<file path="config.mk">
export PLATFORM = sky130hd
export DESIGN_NAME = dual_thread_alloc
export DESIGN_NICKNAME = d
export VERILOG_FILES = /design/src/rtl/alloc_pkg.sv /design/src/rtl/alloc_credit_ring.sv /design/src/rtl/alloc_thread_arb.sv /design/src/rtl/dual_thread_alloc.sv
export SDC_FILE = /design/constraint.sdc
export NUM_CORES = 1
export LEC_CHECK = 0
export ABC_AREA = 1
export BUFFER_PORTS_ARGS = -buffer_cell sky130_fd_sc_hd__buf_4
export CAP_MARGIN = 0
export CORE_AREA = 2 2 64 66
export CTS_CLUSTER_SIZE = 28
export DETAILED_ROUTE_END_ITERATION = 16
export DIE_AREA = 0 0 66 68
export PLACE_DENSITY = 0.76
export SETUP_SLACK_MARGIN = 0.05
export SLEW_MARGIN = 10
export SYNTH_ARGS = -nofsm -noshare
export SYNTH_HDL_FRONTEND = slang
export SYNTH_SLANG_ARGS = --single-unit
</file>
<file path="constraint.sdc">
create_clock -name clk -period 3.9 [get_ports clk]
set_input_delay 0.39 -clock clk [delete_from_list [all_inputs] [get_ports clk]]
set_output_delay 0.39 -clock clk [all_outputs]
set_load 0.02 [all_outputs]
</file>
<file path="src/rtl/alloc_pkg.sv">
package alloc_pkg;

    // Thread identifier used by the arbiter and grant record.
    typedef enum logic {
        THR_ZERO = 1'b0,
        THR_ONE  = 1'b1
    } thr_id_e;

    localparam int NUM_THREADS = 2;

    // Arbiter state: which thread was served most recently.
    typedef struct packed {
        thr_id_e last;
    } arb_state_t;

endpackage

</file>
<file path="src/rtl/alloc_credit_ring.sv">
// One thread's half of one resource pool: a credit counter plus an
// in-order allocation pointer that wraps inside the half.
module alloc_credit_ring #(
    parameter  int DEPTH = 4,
    localparam int CW    = $clog2(DEPTH + 1),
    localparam int IW    = (DEPTH > 1) ? $clog2(DEPTH) : 1
) (
    input  logic          clk,
    input  logic          rst,
    input  logic          take,
    input  logic          give,
    output logic          avail,
    output logic [IW-1:0] head,
    output logic [CW-1:0] count
);

    typedef struct packed {
        logic [CW-1:0] cnt;
        logic [IW-1:0] ptr;
    } ring_t;

    localparam logic [CW-1:0] FULL     = CW'(DEPTH);
    localparam logic [IW-1:0] LAST_IDX = IW'(DEPTH - 1);

    ring_t ring_d, ring_q;
    logic  take_ok;
    logic  give_ok;

    always_comb begin
        ring_d  = ring_q;
        take_ok = take && (ring_q.cnt != '0);
        give_ok = give && ((ring_q.cnt != FULL) || take_ok);

        if (take_ok) begin
            ring_d.ptr = (ring_q.ptr == LAST_IDX) ? '0 : ring_q.ptr + 1'b1;
        end

        case ({take_ok, give_ok})
            2'b10:   ring_d.cnt = ring_q.cnt - 1'b1;
            2'b01:   ring_d.cnt = ring_q.cnt + 1'b1;
            default: ring_d.cnt = ring_q.cnt;
        endcase
    end

    always_ff @(posedge clk) begin
        if (rst) begin
            ring_q.cnt <= FULL;
            ring_q.ptr <= '0;
        end else begin
            ring_q <= ring_d;
        end
    end

    assign avail = (ring_q.cnt != '0);
    assign head  = ring_q.ptr;
    assign count = ring_q.cnt;

endmodule

</file>
<file path="src/rtl/alloc_thread_arb.sv">
// Picks one of two eligible threads, alternating under contention.
module alloc_thread_arb
    import alloc_pkg::*;
(
    input  logic       clk,
    input  logic       rst,
    input  logic [1:0] elig,
    output logic       sel_valid,
    output thr_id_e    sel_tid
);

    arb_state_t st_d, st_q;

    always_comb begin
        st_d      = st_q;
        sel_valid = |elig;
        unique case (elig)
            2'b11:   sel_tid = (st_q.last == THR_ZERO) ? THR_ONE : THR_ZERO;
            2'b10:   sel_tid = THR_ONE;
            default: sel_tid = THR_ZERO;
        endcase
        if (sel_valid) begin
            st_d.last = sel_tid;
        end
    end

    always_ff @(posedge clk) begin
        if (rst) begin
            st_q.last <= THR_ONE;   // next contested cycle goes to thread 0
        end else begin
            st_q <= st_d;
        end
    end

endmodule

</file>
<file path="src/rtl/dual_thread_alloc.sv">
module dual_thread_alloc
    import alloc_pkg::*;
#(
    parameter  int NUM_REG   = 8,
    parameter  int NUM_LSQ   = 4,
    parameter  int PAYLOAD_W = 12,
    localparam int REG_HALF  = NUM_REG / 2,
    localparam int LSQ_HALF  = NUM_LSQ / 2,
    localparam int RIW       = $clog2(NUM_REG),
    localparam int MIW       = $clog2(NUM_LSQ),
    localparam int RHW       = (REG_HALF > 1) ? $clog2(REG_HALF) : 1,
    localparam int MHW       = (LSQ_HALF > 1) ? $clog2(LSQ_HALF) : 1,
    localparam int RCW       = $clog2(REG_HALF + 1),
    localparam int MCW       = $clog2(LSQ_HALF + 1)
) (
    input  logic                 clk,
    input  logic                 rst,
    input  logic [1:0]           uop_valid,
    input  logic [1:0]           uop_need_reg,
    input  logic [1:0]           uop_need_mem,
    input  logic [PAYLOAD_W-1:0] uop0_payload,
    input  logic [PAYLOAD_W-1:0] uop1_payload,
    output logic [1:0]           uop_ready,
    input  logic [1:0]           rel_reg,
    input  logic [1:0]           rel_mem,
    output logic                 gnt_valid,
    output logic                 gnt_tid,
    output logic [PAYLOAD_W-1:0] gnt_payload,
    output logic                 gnt_reg_used,
    output logic [RIW-1:0]       gnt_reg_idx,
    output logic                 gnt_mem_used,
    output logic [MIW-1:0]       gnt_mem_idx
);

    typedef struct packed {
        logic                 valid;
        logic                 tid;
        logic [PAYLOAD_W-1:0] payload;
        logic                 reg_used;
        logic [RIW-1:0]       reg_idx;
        logic                 mem_used;
        logic [MIW-1:0]       mem_idx;
    } grant_t;

    logic [1:0]          reg_avail, mem_avail;
    logic [1:0]          take_reg, take_mem;
    logic [1:0]          elig;
    logic [1:0][RHW-1:0] reg_head;
    logic [1:0][MHW-1:0] mem_head;
    logic [1:0][RCW-1:0] reg_cnt;
    logic [1:0][MCW-1:0] mem_cnt;
    logic                sel_valid;
    thr_id_e             sel_tid;
    grant_t              gnt_d, gnt_q;

    // Per-thread credit pools, one ring per resource half.
    for (genvar t = 0; t < NUM_THREADS; t++) begin : g_thr
        assign elig[t] = !rst && uop_valid[t]
                       && (!uop_need_reg[t] || reg_avail[t])
                       && (!uop_need_mem[t] || mem_avail[t]);

        assign take_reg[t] = sel_valid && (sel_tid == thr_id_e'(t)) && uop_need_reg[t];
        assign take_mem[t] = sel_valid && (sel_tid == thr_id_e'(t)) && uop_need_mem[t];
        assign uop_ready[t] = sel_valid && (sel_tid == thr_id_e'(t));

        alloc_credit_ring #(.DEPTH(REG_HALF)) i_reg_ring (
            .clk   (clk),
            .rst   (rst),
            .take  (take_reg[t]),
            .give  (rel_reg[t]),
            .avail (reg_avail[t]),
            .head  (reg_head[t]),
            .count (reg_cnt[t])
        );

        alloc_credit_ring #(.DEPTH(LSQ_HALF)) i_mem_ring (
            .clk   (clk),
            .rst   (rst),
            .take  (take_mem[t]),
            .give  (rel_mem[t]),
            .avail (mem_avail[t]),
            .head  (mem_head[t]),
            .count (mem_cnt[t])
        );
    end

    alloc_thread_arb i_arb (
        .clk       (clk),
        .rst       (rst),
        .elig      (elig),
        .sel_valid (sel_valid),
        .sel_tid   (sel_tid)
    );

    // Build the grant record for the selected thread.
    always_comb begin
        logic           s;
        logic [RIW-1:0] rbase;
        logic [MIW-1:0] mbase;
        s       = (sel_tid == THR_ONE);
        rbase   = s ? RIW'(REG_HALF) : '0;
        mbase   = s ? MIW'(LSQ_HALF) : '0;
        gnt_d   = '0;
        if (sel_valid) begin
            gnt_d.valid    = 1'b1;
            gnt_d.tid      = s;
            gnt_d.payload  = s ? uop1_payload : uop0_payload;
            gnt_d.reg_used = uop_need_reg[s];
            gnt_d.mem_used = uop_need_mem[s];
            if (uop_need_reg[s]) begin
                gnt_d.reg_idx = rbase + RIW'(reg_head[s]);
            end
            if (uop_need_mem[s]) begin
                gnt_d.mem_idx = mbase + MIW'(mem_head[s]);
            end
        end
    end

    always_ff @(posedge clk) begin
        if (rst) begin
            gnt_q <= '0;
        end else begin
            gnt_q <= gnt_d;
        end
    end

    assign gnt_valid    = gnt_q.valid;
    assign gnt_tid      = gnt_q.tid;
    assign gnt_payload  = gnt_q.payload;
    assign gnt_reg_used = gnt_q.reg_used;
    assign gnt_reg_idx  = gnt_q.reg_idx;
    assign gnt_mem_used = gnt_q.mem_used;
    assign gnt_mem_idx  = gnt_q.mem_idx;

endmodule

</file>
## After elaboration in Yosys (flattened, before gate mapping)

Cells that the tools add are included.

- Memory bits (read-only): 0
- Logic and storage cells: 120
- Bits in latches: 0
- Flip-flop bits (word level): 38
- RAM bits: 0
- Input bits: 36
- Output and inout port bits: 23
- Memories: 0

- Eq/ne operators: 16
- Shifts and indexed selects: 0
- Add/subtract/negate cells: 14
- Bitwise logic cells: 4
- Div/mod/pow operators: 0
- $mul: 0
- Reduce and logical (&&, ||, !) cells: 45
- Order comparisons: 1
- Muxes and demuxes: 24

Operators by type and width:

| cell | number |
|---|---|
| $mux W21 | 1 |
| $logic_and A1 B1 Y1 | 20 |
| $eq A2 B2 Y1 const B | 8 |
| $mux W12 | 1 |
| $mux W2 | 6 |
| $pmux W3 S2 | 2 |
| $reduce_bool A2 Y1 | 6 |
| $mux W1 | 9 |
| $add A2 B1 Y2 const B | 4 |
| $eq A2 B1 Y1 const B | 4 |
| $logic_or A1 B1 Y1 | 8 |
| $pmux W2 S2 | 2 |
| $add A3 B1 Y3 const B | 2 |
| $mux W3 | 2 |
| $ne A3 B3 Y1 const B | 2 |
| $reduce_bool A3 Y1 | 2 |
| $reduce_or A3 Y1 | 2 |
| $sub A3 B1 Y3 const B | 2 |
| $logic_not A1 Y1 | 5 |
| $ne A2 B2 Y1 const B | 2 |
| $not A1 Y1 | 4 |
| $reduce_or A2 Y1 | 2 |
| $sub A2 B1 Y2 const B | 2 |
| $add A3 B2 Y3 | 1 |
| other kinds (4) | 5 |

## Logic depth before layout (Yosys ltp)

- Depth after elaboration: 14
- Gate-level depth with buffers: 17
- Mapped depth without buffers: 16

## By module

Synthesis repeated with hierarchy kept, for this count alone.

- Cell total of the unflattened synthesis: 247
- Area, all modules: 1815.5 um2

By module, submodules not included:

| module | times used | cells an instance | area an instance (um2) | sequential area each (um2) |
|---|---|---|---|---|
| dual_thread_alloc | 1 | 108 | 834.6 | 420.4 |
| alloc_credit_ring at g_thr[0].i_reg_ring ... | 2 | 41 | 294.0 | 100.1 |
| alloc_credit_ring at g_thr[0].i_mem_ring ... | 2 | 25 | 171.4 | 60.1 |
| alloc_thread_arb | 1 | 7 | 50.0 | 20.0 |

## Least setup slack after synthesis

OpenSTA, ideal clock, no wires.

- Path kind: input to register
- Start: input port rst
- End: register g_thr[0].i_reg_ring.ring_q, in the netlist g_thr[0].i_reg_ring.count[2]
- Library setup time: 0.123 ns
- Stages on the path: 17
- Buffers on the path: 1
- Required time: 3.777 ns
- Arrival time: 2.262 ns
- Setup slack: 1.515 ns
- Path through: buf_6 -> inv_4 -> nand2_2 -> inv_1 -> nand3_2 -> inv_1 -> o21ai_1 -> inv_1 -> nand2_1 -> a21oi_1 -> ha_1 -> inv_1 -> fa_1 -> a21oi_1 -> o21ai_0 -> a21oi_1 -> o21ai_0

- Cells in the longest elaborated chain, start to end: 14
- Elaborated cells between the ends (all ways): 21
- Classes of those cells: eq/ne (4); mux (2); bitwise (1); reduce/logical (14)

RTL lines:

| item | line | source |
|---|---|---|
| from (decl) | dual_thread_alloc.sv:17 | `input logic rst,` |
| $logic_not A1 Y1 * | dual_thread_alloc.sv:58 | `assign elig[t] = !rst && uop_valid[t]` |
| $logic_and A1 B1 Y1 | dual_thread_alloc.sv:58 |  |
| $logic_and A1 B1 Y1 | dual_thread_alloc.sv:59 | `&& (!uop_need_reg[t] \|\| reg_avail[t])` |
| $logic_and A1 B1 Y1 | dual_thread_alloc.sv:60 | `&& (!uop_need_mem[t] \|\| mem_avail[t]);` |
| $eq A2 B2 Y1 | alloc_thread_arb.sv:17 | `unique case (elig)` |
| $pmux W1 S2 | alloc_thread_arb.sv:17 |  |
| $not A1 Y1 | -- |  |
| $logic_and A1 B1 Y1 * | -- |  |
| via uop_ready[0] | dual_thread_alloc.sv:23 | `output logic [1:0] uop_ready,` |
| $logic_and A1 B1 Y1 * | dual_thread_alloc.sv:62 | `assign take_reg[t] = sel_valid && (sel_tid == thr_id_e'(t)) && uop_need_reg[t];` |
| $logic_and A1 B1 Y1 * | alloc_credit_ring.sv:31 | `take_ok = take && (ring_q.cnt != '0);` |
| $logic_or A1 B1 Y1 | alloc_credit_ring.sv:32 | `give_ok = give && ((ring_q.cnt != FULL) \|\| take_ok);` |
| $logic_and A1 B1 Y1 | alloc_credit_ring.sv:32 |  |
| $eq A2 B1 Y1 / $eq A2 B2 Y1 (equally long branches) | alloc_credit_ring.sv:38 | `case ({take_ok, give_ok})` |
| $pmux W3 S2 / $reduce_bool A2 Y1 (equally long branches) | -- |  |
| to (signal assigned) | alloc_credit_ring.sv:50 | `ring_q <= ring_d;` |
| to (decl) | alloc_credit_ring.sv:25 | `ring_t ring_d, ring_q;` |

The timed path passes the listed nets; every way through them passes the cells marked *.
A chain may end at the register's enable or synchronous reset.

## Worst setup path in the final report

- Start: register g_thr[1].i_reg_ring.ring_q, in the netlist g_thr[1].i_reg_ring.count[0]
- End: register g_thr[1].i_reg_ring.ring_q, in the netlist g_thr[1].i_reg_ring.count[2]

- Cells in the longest elaborated chain, start to end: 13
- Elaborated cells between the ends (all ways): 20
- Classes of those cells: add/sub (2); eq/ne (5); mux (2); reduce/logical (11)

RTL lines:

| item | line |
|---|---|
| from (decl) | alloc_credit_ring.sv:25 |
| from (signal assigned) | alloc_credit_ring.sv:50 |
| $reduce_bool A3 Y1 | alloc_credit_ring.sv:31, alloc_credit_ring.sv:54 |
| $logic_or A1 B1 Y1 | dual_thread_alloc.sv:59 |
| $logic_and A1 B1 Y1 | dual_thread_alloc.sv:59 |
| $logic_and A1 B1 Y1 | dual_thread_alloc.sv:60 |
| $eq A2 B2 Y1 | alloc_thread_arb.sv:17 |
| $pmux W1 S2 | alloc_thread_arb.sv:17 |
| $logic_and A1 B1 Y1 (2 in a row) | dual_thread_alloc.sv:62 |
| $logic_and A1 B1 Y1 | alloc_credit_ring.sv:31 |
| $logic_or A1 B1 Y1 | alloc_credit_ring.sv:32 |
| $logic_and A1 B1 Y1 | alloc_credit_ring.sv:32 |
| $eq A2 B1 Y1 / $eq A2 B2 Y1 (equally long branches) | alloc_credit_ring.sv:38 |
| $pmux W3 S2 / $reduce_bool A2 Y1 (equally long branches) | -- |

Parallel ways exist; a longest one is shown, timed or not.

==> results.tsv <==
metric	value	unit
synth_area_leaders	dfxtp_1 (42%), nor2_1 (8.1%), inv_1 (7.1%)	
clkLatencyLatePin	300	ps
io_buffers	58	
synth-compound-area-share	13.1	%
avgSynthCellArea	7.92	sq um
cts-root-buf	clkbuf_8	
peakVddDrop	0.343	mV
grt_use_total	17.7	%
grt_pass1_wl	6040	microns
core	3860	sq um
syn_area	1810	sq um
hold_violations	0	
cp.required	4080	ps
whs_path_depth	3	
synth_fa_ha_area_share	6.37	%
grt_max_degree	28	
synthSimpleGateAreaFrac	25.8	%
postSynth.asyncResetShare	0	%
path_clk_slew	80	ps
synth_mux_area_share	0	%
cp.arrival	2710	ps
numCtsBuffers	5	
tns	0	ps
setup_viol_count_final	0	
synth_top_flop_cell	dfxtp_1	
tritoncts	done	
worstPathMaxFanout	27	
period_needed	2530	ps
hpwlAfterDp	2740	microns
dieArea	4490	sq um
holdBufCountCts	0	
drt-total-wl	3620	microns
drive_gt1_share	34.0	%
layout.nets	331	
yosysMostFrequentCell	nor2_1	
cts_htree_levels	2	
io_pins	59	
synth.net_count	272	
initial_core_util	46.9	%
path_class	flop to flop	
clock-sinks	38	
synthXorXnorAreaFrac	0.970	%
vias	1563	
drc	0	
cp-start-kind	flop	
fmax	0.396	GHz
ys_seq_area_share	42.1	%
reg2regPathDepth	14	
place_ws	1260	ps
yosysTopAreaCellShare	42.1	%
slew_violations	0	
wl_per_cell	10.7	microns
rsz0062_at_grt	no	
worst_pin_slew	317	ps
grt_pass1_vias	1508	
seqCellArea	761	sq um
yosysTopAreaCell	dfxtp_1	
post-cts-setup-buffers	0	
hold_slack	308	ps
cap_viol_max_count	0	
clock_skew	10.2	ps
synth-edff-count	0	
run_status	completed	
yosysUniqueCellTypes	31	
crit_path_end_kind	flop	
p_leak	1.19	nW
hold_path.class	input port to flop	
relSlewSlack	78.8	%
synth.ff_latch_count	38	
fp.dieW	66	microns
multi_input_area	835	sq um
grt_overflow	0	
routed_via_density	4.62	
dr.pass1.iters	4	
drt-initial-drc-count	32	
die_h	68	microns
routabilityCongestion	0.751	
synthCells	228	
antenna_cells	0	
ant_nets	0	
powerDensity	603	nW/um^2
fin_ws	1370	ps
antenna_found_initial	0	
post_cts_resized	0	
fillers	369	
synthTopCellsByCount	nor2_1 (39), dfxtp_1 (38), inv_1 (34)	
synth_top_family_by_area	simple AND/OR/NAND/NOR gates	
row_count	23	
area_growth	31.6	%
clockBufferDepth	2	
fin_crit_sh	64.8	%
yosys_warnings	0	
[logic make-up (layout without fill, tap and decap cells)]
family | after synthesis | after routing
AND/OR/NAND/NOR | 93 | 93
AO/OA/AOI/OAI | 44 | 44
buffers and inverters | 43 | 103
flip-flops | 38 | 38
adder cells (fa/ha/maj) | 8 | 8
XOR/XNOR | 2 | 2
[flip-flops by register name, summed over array words and instances (netlist names)]
| register | cells |
|---|---|
| gnt_payload | 12 |
| gnt_mem_used | 1 |
| gnt_mem_idx | 2 |
| g_thr.i_mem_ring.count | 4 |
| i_arb.st_q | 1 |
| gnt_valid | 1 |
| gnt_reg_used | 1 |
| gnt_reg_idx | 3 |
| g_thr.i_mem_ring.head | 2 |
| g_thr.i_reg_ring.count | 6 |
| gnt_tid | 1 |
| g_thr.i_reg_ring.head | 4 |
[area by class of cell]
type,count,share of cell area [%]
flip-flops and latches,38,32.0
well taps,50,2.63
inverters,37,6.21
multi-input cells,147,35.1
clock inverters,3,2.89
clock buffers,5,2.89
repair buffers,58,18.3
[placed cells by master (no fill, tap or decap), types with 3 or more instances in the layout]
cell	count
buf_4	58
ha_1	6
nand4_1	3
nand3_2	3
nand3_1	4
nor2_1	39
clkbuf_8	5
nand2_2	5
nor2_2	12
o21ai_0	21
nand2_1	20
o21ai_1	5
a21oi_1	13
dfxtp_1	38
inv_1	34
[path summary, 6_finish.rpt]
kind	start	slack, ps	endpoint
min	uop0_payload[4]	310	gnt_payload[4]$_SDFF_PP0_
min reg2reg	g_thr[0].i_reg_ring.count[2]$_SDFFE_PP1P_	480	g_thr[0].i_reg_ring.count[2]$_SDFFE_PP1P_
max reg2reg	g_thr[1].i_reg_ring.count[0]$_SDFFE_PP0P_	1370	g_thr[1].i_reg_ring.count[2]$_SDFFE_PP1P_
max	g_thr[1].i_reg_ring.count[0]$_SDFFE_PP0P_	1370	g_thr[1].i_reg_ring.count[2]$_SDFFE_PP1P_
[stage by stage]
stage / total power [mW] / instance area (sq um) / utilization (%) / cells
floorplan: 0.905 / 1810 / - / 228
global placement: 1.03 / 2240 / 58.1 / 330
detailed placement: 1.05 / 2240 / 58.1 / 330
CTS: 1.45 / 2380 / 61.7 / 338
global route: 1.54 / 2380 / 61.7 / 338
finish: 1.44 / 2380 / 61.7 / 338
[critical path, cell delays in order, from the launching register on]
cell	delay, ps
dfxtp_1	350
nor2_1	160
nand3_1	140
nand3_4	100
clkinv_2	80
nand2_4	260
inv_6	140
nand2_2	100
ha_1	150
inv_1	70
fa_1	380
a21oi_1	140
o21ai_0	100
a21oi_1	120
o21ai_0	100
[per-layer routing]
metal,wire length (microns),part of all wire (%),global-route usage [%]
met1,1610,45,19.3
met4,65,1.8,7.65
met5,0,0,0
met2,1630,45,31.1
met3,312,8.6,6.41
[where the power goes]
part | total (mW) | switching [mW] | internal [mW]
Sequential | 0.544 | 0.0654 | 0.478
Combinational | 0.491 | 0.283 | 0.208
Clock | 0.401 | 0.144 | 0.256
(Power assumes the default switching activity.)
